**src/rtl/qvl_pkg.sv**
```systemverilog
package qvl_pkg;
  localparam int unsigned VEC_BYTES = 16;
  localparam int unsigned LANE_W    = $clog2(VEC_BYTES);
  localparam int unsigned LEN_W     = LANE_W + 1;

  typedef logic [LANE_W-1:0] lane_t;
  typedef logic [LEN_W-1:0]  len_t;

  typedef enum logic {
    OP_QUAD = 1'b0,
    OP_REST = 1'b1
  } qvl_op_e;
endpackage

```
**src/rtl/qvl_rst_sync.sv**
```systemverilog
module qvl_rst_sync (
  input  logic clk,
  input  logic rst_n,
  output logic rst_sync_n
);
  logic [1:0] sync_q;

  always_ff @(posedge clk or negedge rst_n) begin
    if (!rst_n) sync_q <= '0;
    else        sync_q <= {sync_q[0], 1'b1};
  end

  assign rst_sync_n = sync_q[1];
endmodule

```
**src/rtl/qvl_plan.sv**
```systemverilog
// Combinational range planner: effective address, first read address, length.
module qvl_plan
  import qvl_pkg::*;
#(
  parameter int unsigned ADDR_W = 32,
  parameter int unsigned OFS_W  = 7,
  parameter int unsigned MEM_AW = 12
) (
  input  logic [ADDR_W-1:0] base,
  input  logic [OFS_W-1:0]  ofs,
  input  lane_t             elem,
  input  qvl_op_e           op,
  output logic [MEM_AW-1:0] first_addr,
  output len_t              count
);
  logic [ADDR_W-1:0] ofs_ext;
  logic [MEM_AW-1:0] ea;
  lane_t             lo;
  len_t              room, fwd_avail, back_avail, avail;

  always_comb begin
    ofs_ext    = {{(ADDR_W-OFS_W){ofs[OFS_W-1]}}, ofs};
    ea         = base[MEM_AW-1:0] + (ofs_ext[MEM_AW-1:0] << LANE_W);
    lo         = ea[LANE_W-1:0];
    room       = len_t'(VEC_BYTES) - {1'b0, elem};
    fwd_avail  = len_t'(VEC_BYTES) - {1'b0, lo};
    back_avail = {1'b0, lo};
    avail      = (op == OP_QUAD) ? fwd_avail : back_avail;
    count      = (avail < room) ? avail : room;
    first_addr = (op == OP_QUAD) ? ea : {ea[MEM_AW-1:LANE_W], {LANE_W{1'b0}}};
  end
endmodule

```
**src/rtl/qvl_seq.sv**
```systemverilog
// Byte sequencer: one read per cycle, write stage one cycle behind.
module qvl_seq
  import qvl_pkg::*;
#(
  parameter int unsigned MEM_AW = 12
) (
  input  logic              clk,
  input  logic              rst_n,
  input  logic              start,
  input  logic [MEM_AW-1:0] first_addr,
  input  len_t              count,
  input  lane_t             elem,
  output logic              accept,
  output logic              busy,
  output logic              done,
  output logic              rd_en,
  output logic [MEM_AW-1:0] rd_addr,
  output logic              wr_en,
  output lane_t             wr_lane
);
  logic              busy_q, busy_d;
  logic              done_q, done_d;
  len_t              rem_q, rem_d;
  logic [MEM_AW-1:0] addr_q, addr_d;
  lane_t             lane_q, lane_d;
  logic              wv_q, wv_d;
  lane_t             wlane_q, wlane_d;
  logic              issue, finish;

  always_comb begin
    issue   = busy_q && (rem_q != '0);
    finish  = busy_q && (rem_q == '0);
    accept  = start && !busy_q;
    busy_d  = busy_q;
    rem_d   = rem_q;
    addr_d  = addr_q;
    lane_d  = lane_q;
    wlane_d = wlane_q;
    wv_d    = issue;
    done_d  = finish;
    if (accept) begin
      busy_d = 1'b1;
      rem_d  = count;
      addr_d = first_addr;
      lane_d = elem;
    end else if (issue) begin
      rem_d   = rem_q - len_t'(1);
      addr_d  = addr_q + MEM_AW'(1);
      lane_d  = lane_q + lane_t'(1);
      wlane_d = lane_q;
    end else if (finish) begin
      busy_d = 1'b0;
    end
  end

  always_ff @(posedge clk or negedge rst_n) begin
    if (!rst_n) begin
      busy_q  <= 1'b0;
      done_q  <= 1'b0;
      rem_q   <= '0;
      addr_q  <= '0;
      lane_q  <= '0;
      wv_q    <= 1'b0;
      wlane_q <= '0;
    end else begin
      busy_q  <= busy_d;
      done_q  <= done_d;
      rem_q   <= rem_d;
      addr_q  <= addr_d;
      lane_q  <= lane_d;
      wv_q    <= wv_d;
      wlane_q <= wlane_d;
    end
  end

  assign busy    = busy_q;
  assign done    = done_q;
  assign rd_en   = issue;
  assign rd_addr = addr_q;
  assign wr_en   = wv_q;
  assign wr_lane = wlane_q;
endmodule

```
**src/rtl/quad_vec_load.sv**
```systemverilog
module quad_vec_load
  import qvl_pkg::*;
#(
  parameter int unsigned ADDR_W     = 32,
  parameter int unsigned OFS_W      = 7,
  parameter int unsigned DMEM_BYTES = 4096,
  parameter int unsigned VREG_N     = 32,
  localparam int unsigned MEM_AW    = $clog2(DMEM_BYTES),
  localparam int unsigned VIDX_W    = $clog2(VREG_N)
) (
  input  logic              clk,
  input  logic              rst_n,
  input  logic              start,
  input  logic              op,
  input  logic [ADDR_W-1:0] base,
  input  logic [OFS_W-1:0]  ofs,
  input  logic [3:0]        elem,
  input  logic [VIDX_W-1:0] vreg,
  output logic              busy,
  output logic              done,
  output logic              mem_rd_en,
  output logic [MEM_AW-1:0] mem_addr,
  input  logic [7:0]        mem_rdata,
  output logic              vr_we,
  output logic [VIDX_W-1:0] vr_idx,
  output logic [3:0]        vr_byte,
  output logic [7:0]        vr_wdata
);
  logic              rst_int_n;
  logic [MEM_AW-1:0] first_addr;
  len_t              count;
  logic              accept;
  logic [VIDX_W-1:0] vidx_q, vidx_d;
  lane_t             wr_lane;

  qvl_rst_sync u_rst (
    .clk        (clk),
    .rst_n      (rst_n),
    .rst_sync_n (rst_int_n)
  );

  qvl_plan #(.ADDR_W(ADDR_W), .OFS_W(OFS_W), .MEM_AW(MEM_AW)) u_plan (
    .base       (base),
    .ofs        (ofs),
    .elem       (lane_t'(elem)),
    .op         (qvl_op_e'(op)),
    .first_addr (first_addr),
    .count      (count)
  );

  qvl_seq #(.MEM_AW(MEM_AW)) u_seq (
    .clk        (clk),
    .rst_n      (rst_int_n),
    .start      (start),
    .first_addr (first_addr),
    .count      (count),
    .elem       (lane_t'(elem)),
    .accept     (accept),
    .busy       (busy),
    .done       (done),
    .rd_en      (mem_rd_en),
    .rd_addr    (mem_addr),
    .wr_en      (vr_we),
    .wr_lane    (wr_lane)
  );

  always_comb begin
    vidx_d = vidx_q;
    if (accept) vidx_d = vreg;
  end

  always_ff @(posedge clk or negedge rst_int_n) begin
    if (!rst_int_n) vidx_q <= '0;
    else            vidx_q <= vidx_d;
  end

  assign vr_idx   = vidx_q;
  assign vr_byte  = 4'(wr_lane);
  assign vr_wdata = mem_rdata;
endmodule

```
**config.mk**
```make
export PLATFORM = sky130hd
export DESIGN_NAME = quad_vec_load
export DESIGN_NICKNAME = d
export VERILOG_FILES = /design/src/rtl/qvl_pkg.sv /design/src/rtl/qvl_rst_sync.sv /design/src/rtl/qvl_plan.sv /design/src/rtl/qvl_seq.sv /design/src/rtl/quad_vec_load.sv
export SDC_FILE = /design/constraint.sdc
export NUM_CORES = 1
export LEC_CHECK = 0
export BUFFER_PORTS_ARGS = -buffer_cell sky130_fd_sc_hd__clkbuf_2
export CORE_AREA = 2 2 79 81
export CTS_CLUSTER_DIAMETER = 100
export DETAILED_ROUTE_END_ITERATION = 10
export DIE_AREA = 0 0 81 83
export PLACE_DENSITY = 0.67
export SLEW_MARGIN = 20
export SYNTH_ARGS = -nofsm -noshare
export SYNTH_HDL_FRONTEND = slang
export SYNTH_SLANG_ARGS = --single-unit
export TNS_END_PERCENT = 20
```
**constraint.sdc**
```tcl
create_clock -name clk -period 2.5 [get_ports clk]
set_input_delay 0.25 -clock clk [delete_from_list [all_inputs] [get_ports clk]]
set_output_delay 0.25 -clock clk [all_outputs]
set_load 0.005 [all_outputs]
```
## Yosys cells after proc, flatten, opt, wreduce, memory -nomap -nowiden

Cells that the tools add are included.

| cells by class | value |
|---|---|
| add/subtract/negate cells | 6 |
| magnitude comparators | 1 |
| eq/ne operators | 1 |
| multiplexer cells | 12 |
| bitwise logic cells | 1 |
| reduce and logical (&&, ||, !) cells | 10 |

Operators by type and width:

| cell | number |
|---|---|
| $mux W12 | 2 |
| $mux W5 | 4 |
| $add A12 B1 Y12 const B | 1 |
| $add A12 B12 Y12 | 1 |
| $mux W4 | 3 |
| $sub A5 B4 Y5 const A | 2 |
| $logic_not A5 Y1 | 1 |
| $lt A5 B5 Y1 | 1 |
| $reduce_bool A5 Y1 | 1 |
| $sub A5 B1 Y5 const B | 1 |
| $add A4 B1 Y4 const B | 1 |
| $reduce_and A2 Y1 | 2 |
| $reduce_bool A2 Y1 | 2 |
| $logic_and A1 B1 Y1 | 3 |
| $mux W1 | 3 |
| $ne A2 B2 Y1 const B | 1 |
| $logic_not A1 Y1 | 1 |
| $not A1 Y1 | 1 |

| storage, ports and cells | value |
|---|---|
| bits in registers | 35 |
| input port bits | 60 |

## Depth between registers and ports, before layout

| logic depth | value |
|---|---|
| depth after elaboration | 6 |
| depth in mapped cells | 10 |
| mapped depth without buffers | 10 |

## Modules after synthesis

A second synthesis with hierarchy kept.

| second synthesis, totals | value |
|---|---|
| cells, all modules | 245 |
| area total of the unflattened synthesis | 2,342.2 sq um |

By module, submodules not included:

| module | instances | cells each | area an instance (sq um) | sequential area each (sq um) |
|---|---|---|---|---|
| qvl_seq | 1 | 151 | 1,450.1 | 700.7 |
| qvl_plan | 1 | 73 | 596.8 | 0.0 |
| quad_vec_load | 1 | 18 | 241.5 | 125.1 |
| qvl_rst_sync | 1 | 3 | 53.8 | 50.0 |

## Least setup slack after synthesis

Ideal clock, no wire load.

| timing path | value |
|---|---|
| kind | input-to-reg |
| from | in base[0] |
| to | reg u_seq.rem_q[0] |
| setup time | 0.137 ns |
| arrival | 1.848 ns |
| path slack | 0.515 ns |
| cell stages on the path | 8 |
| path buffers | 0 |
| path through | inv_1 ha_1 mux2_2 ha_1 a31oi_1 o21ai_1 mux2i_1 a21oi_1 |

| on the way | value |
|---|---|
| cells in the longest elaborated chain, start to end | 6 |

RTL lines:

| item | RTL line | RTL |
|---|---|---|
| start: declaration | quad_vec_load.sv:15 | `input logic [ADDR_W-1:0] base,` |
| $add A12 B12 Y12 * | qvl_plan.sv:23 | `ea = base[MEM_AW-1:0] + (ofs_ext[MEM_AW-1:0] << LANE_W);` |
| $sub A5 B4 Y5 | qvl_plan.sv:26 | `fwd_avail = len_t'(VEC_BYTES) - {1'b0, lo};` |
| $mux W5 * | qvl_plan.sv:28 | `avail = (op == OP_QUAD) ? fwd_avail : back_avail;` |
| $lt A5 B5 Y1 | qvl_plan.sv:29 | `count = (avail < room) ? avail : room;` |
| $mux W5 * | qvl_plan.sv:29 |  |
| $mux W5 * | qvl_seq.sv:41 | `if (accept) begin` |
| end signal: assignment | qvl_seq.sv:68 | `rem_q <= rem_d;` |
| end: declaration | qvl_seq.sv:23 | `len_t rem_q, rem_d;` |

Every way passes the cells marked *; elsewhere a longest branch is shown, timed or not.
A chain may end at the register's enable or synchronous reset.

## Worst setup path in the final report

| timing path | value |
|---|---|
| from | reg u_seq.rem_q[0] |
| to | out mem_rd_en |

| on the way | value |
|---|---|
| cells in the longest elaborated chain, start to end | 2 |

RTL lines:

| item | RTL line | RTL |
|---|---|---|
| $reduce_bool A5 Y1 | qvl_seq.sv:31 | `issue = busy_q && (rem_q != '0);` |
| $logic_and A1 B1 Y1 | qvl_seq.sv:31 |  |
| end: declaration | quad_vec_load.sv:21 | `output logic mem_rd_en,` |

Every way passes these cells.

==> reports/results.tsv <==
metric	value	unit
startpoint	u_seq.rem_q[0]	
ctsHoldBuffers	1	
max-slew-margin-rel	61.8	%
overflow	0	
synthArstFlopShare	100	%
final_cell_mix	clkbuf_2 (56), nand2_1 (45), dfrtp_1 (35)	
routed_wirelength	5060	µm
cp_cell_sequence	inv_1 > ha_1 > or4b_4 > nand2_4 > inv_4 > clkbuf_2	
cts_buffers	5	
worst-slew-pin-transition	0.569	ns
cts_max_path_buffers	2	
gp_congestion	0.772	
antenna_found_initial	0	
layout_min_cycle_time	2.18	ns
synth.distinct_cells	53	
setup_violations	0	
status	complete, no violations	
io_pins	93	
cts.sinks	35	
start_util	39.4	%
netlist_area	2290	µm²
die_w	81	µm
end_kind	output pin	
clk_latency	0.29	ns
fmax	459	MHz
rsz0062_at_grt	false	
power_density	1050	nW/µm²
r2r_cells	8	
dieHeight	83	µm
cp_data_required_time	2.25	ns
fp.dieArea	6720	µm²
avgViaCountPerCell	5.18	
leakage	1.34	nW
internal-power	0.00172	W
critPathSlowestCell	or4b_4	
path_clk_slew	0.07	ns
r2r-end	u_seq.lane_q[0]	
post_cts_resized	0	
vias	1962	
synth_fp_nets	329	
coreArea	5820	µm²
ys_seq_area_share	38.3	%
path_buf_inv	3	
postCtsSetupBuffers	0	
synth_ff_type	dfrtp_1	
drtPass1Iterations	4	
final_util	46.7	%
worstSetupEndpoint	mem_rd_en	
root_buffer	clkbuf_8	
path_delay_family	simple AND/OR/NAND/NOR gates	
cp.depth	6	
critPathKind	register to output pin	
clockPowerShare	18.6	%
cts_tree	yes	
cp_max_fo	20	
p_sw	0.00112	W
grt_max_degree	28	
drv_cap	0	
reg2reg_slack	0.37	ns
max_stage_delay	0.50	ns
drive_gt1_share	25.0	%
drt_iter0_drc	161	
grt_pass1_vias	1858	
rr_startpoint	u_seq.rem_q[0]	
grt_pass1_wl	8750	µm
num_rows	28	
hold_path.class	register to asynchronous set/reset pin	
p_sw_share	39.3	%
synth_seq_cells	35	
startpoint_type	register	
syn_avg_cell_area	9.12	µm²
portBuffers	56	
insertedDiodeCount	0	
antenna_left	0	
hold_violations	0	
fin_crit_sh	87.1	%
grtUsageTotal	16.3	%
p_comb_share	42.6	%
final_common_cell	clkbuf_2	
tns	0	ns
synth_edf_count	0	
area_growth	18.7	%
fin_nets	381	
ir_worst_vdd	0.628	mV
ys_warn_count	0	
pwr-share-seq	38.9	%
drc	0	
wl_per_cell	13.4	µm
synthCells	251	
clock_skew	0.00992	ns
cp.arrival	1.93	ns
place_hpwl	3840	µm
report.final.slew_viol_count	0	
htree_levels	2	
logic make-up after synthesis:
| group | Yosys count | synth area share [%] |
|---|---|---|
| multiplexers | 6 | 2.73 |
| AO/OA/AOI/OAI | 48 | 14.5 |
| adder cells (fa/ha/maj) | 18 | 10.2 |
| XOR/XNOR | 16 | 6.12 |
| AND/OR/NAND/NOR | 99 | 21.5 |
| flip-flops | 35 | 38.3 |
| other | 1 | 0.164 |
| buffers and inverters | 28 | 6.56 |
power by group through the flow:
stage	Combinational [W]	Sequential, W	Clock (W)
final	0.00121	0.00110	0.000527
after global routing	0.00140	0.00116	0.000568
after CTS	0.00123	0.00110	0.000544
after detailed placement	0.00122	0.00111	0
after global placement	0.00119	0.00110	0
after floorplan	0.000840	0.00108	0
registers in the layout, summed over array words and instances, names as in the netlist:
register / count
u_seq.rd_addr: 12
u_seq.rem_q: 5
vr_idx: 5
u_seq.lane_q: 4
u_seq.wr_lane: 4
u_rst.sync_q: 2
u_seq.busy: 1
u_seq.done: 1
u_seq.wr_en: 1
metrics by stage:
step / hold slack [ns] / std cells / cell area, µm² / power [W] / setup slack, ns
floorplan: -0.0456 / 251 / 2290 / 0.00192 / 0.515
global placement: 0.0378 / 370 / 2590 / 0.00229 / 0.184
detailed placement: 0.0377 / 370 / 2590 / 0.00234 / 0.142
CTS: 0.126 / 379 / 2720 / 0.00288 / 0.305
global route: 0.145 / 379 / 2720 / 0.00312 / 0.204
finish: 0.112 / 379 / 2720 / 0.00284 / 0.321
worst min-delay path by stage:
stage	start	endpoint	slack, ns	cells after the start
6_report	u_rst.sync_q[1]	u_seq.rem_q[1]	0.11	0
5_1_grt	u_rst.sync_q[1]	u_seq.rem_q[1]	0.14	0
4_1_cts	u_rst.sync_q[1]	vr_idx[0]	0.13	0
3_5_place_dp	rst_n	u_rst.sync_q[1]	0.04	1
3_3_place_gp	rst_n	u_rst.sync_q[0]	0.04	1
2_1_floorplan	rst_n	u_rst.sync_q[0]	-0.05	0
cell type report:
cell class	instances	area (µm²)
clock buffer	6	82.6
clock inverter	2	35.0
fill	597	3100
inverter	13	51.3
multi-input combinational	188	1260
sequential	35	876
tap	75	93.8
timing repair buffer	60	313
synth_stat cells, types with 2 or more instances:
library cell,instances,share of area (%)
a211oi_1,5,1.6
a21o_1,4,1.3
a21oi_1,4,0.87
a311oi_1,2,0.77
a31oi_1,4,1.1
and3_1,5,1.4
buf_4,9,3.0
clkbuf_1,3,0.49
dfrtp_1,35,38
ha_1,17,9.3
inv_1,12,2.0
mux2_2,2,0.98
mux2i_1,4,1.7
nand2_1,45,7.4
nand2b_1,5,1.4
nand3_1,7,1.5
nand3b_1,2,0.66
nand4_1,4,1.1
nor2_1,9,1.5
nor3_1,9,2.0
nor4_1,4,1.1
o21ai_0,12,2.6
o21ai_1,2,0.44
o311ai_0,2,0.77
o31ai_1,2,0.66
xnor2_1,6,2.3
xor2_1,10,3.8
layer usage:
layer / track usage [%] / vias to the layer above / part of all wire [%]
met4: 3.08 / 0 / 0.28
met2: 25.8 / 52 / 49
li1: - / 992 / -
met5: 0 / - / 0
met3: 4.57 / 2 / 6.0
met1: 22.4 / 916 / 44
No activity file was read; power rests on OpenSTA's default activity.
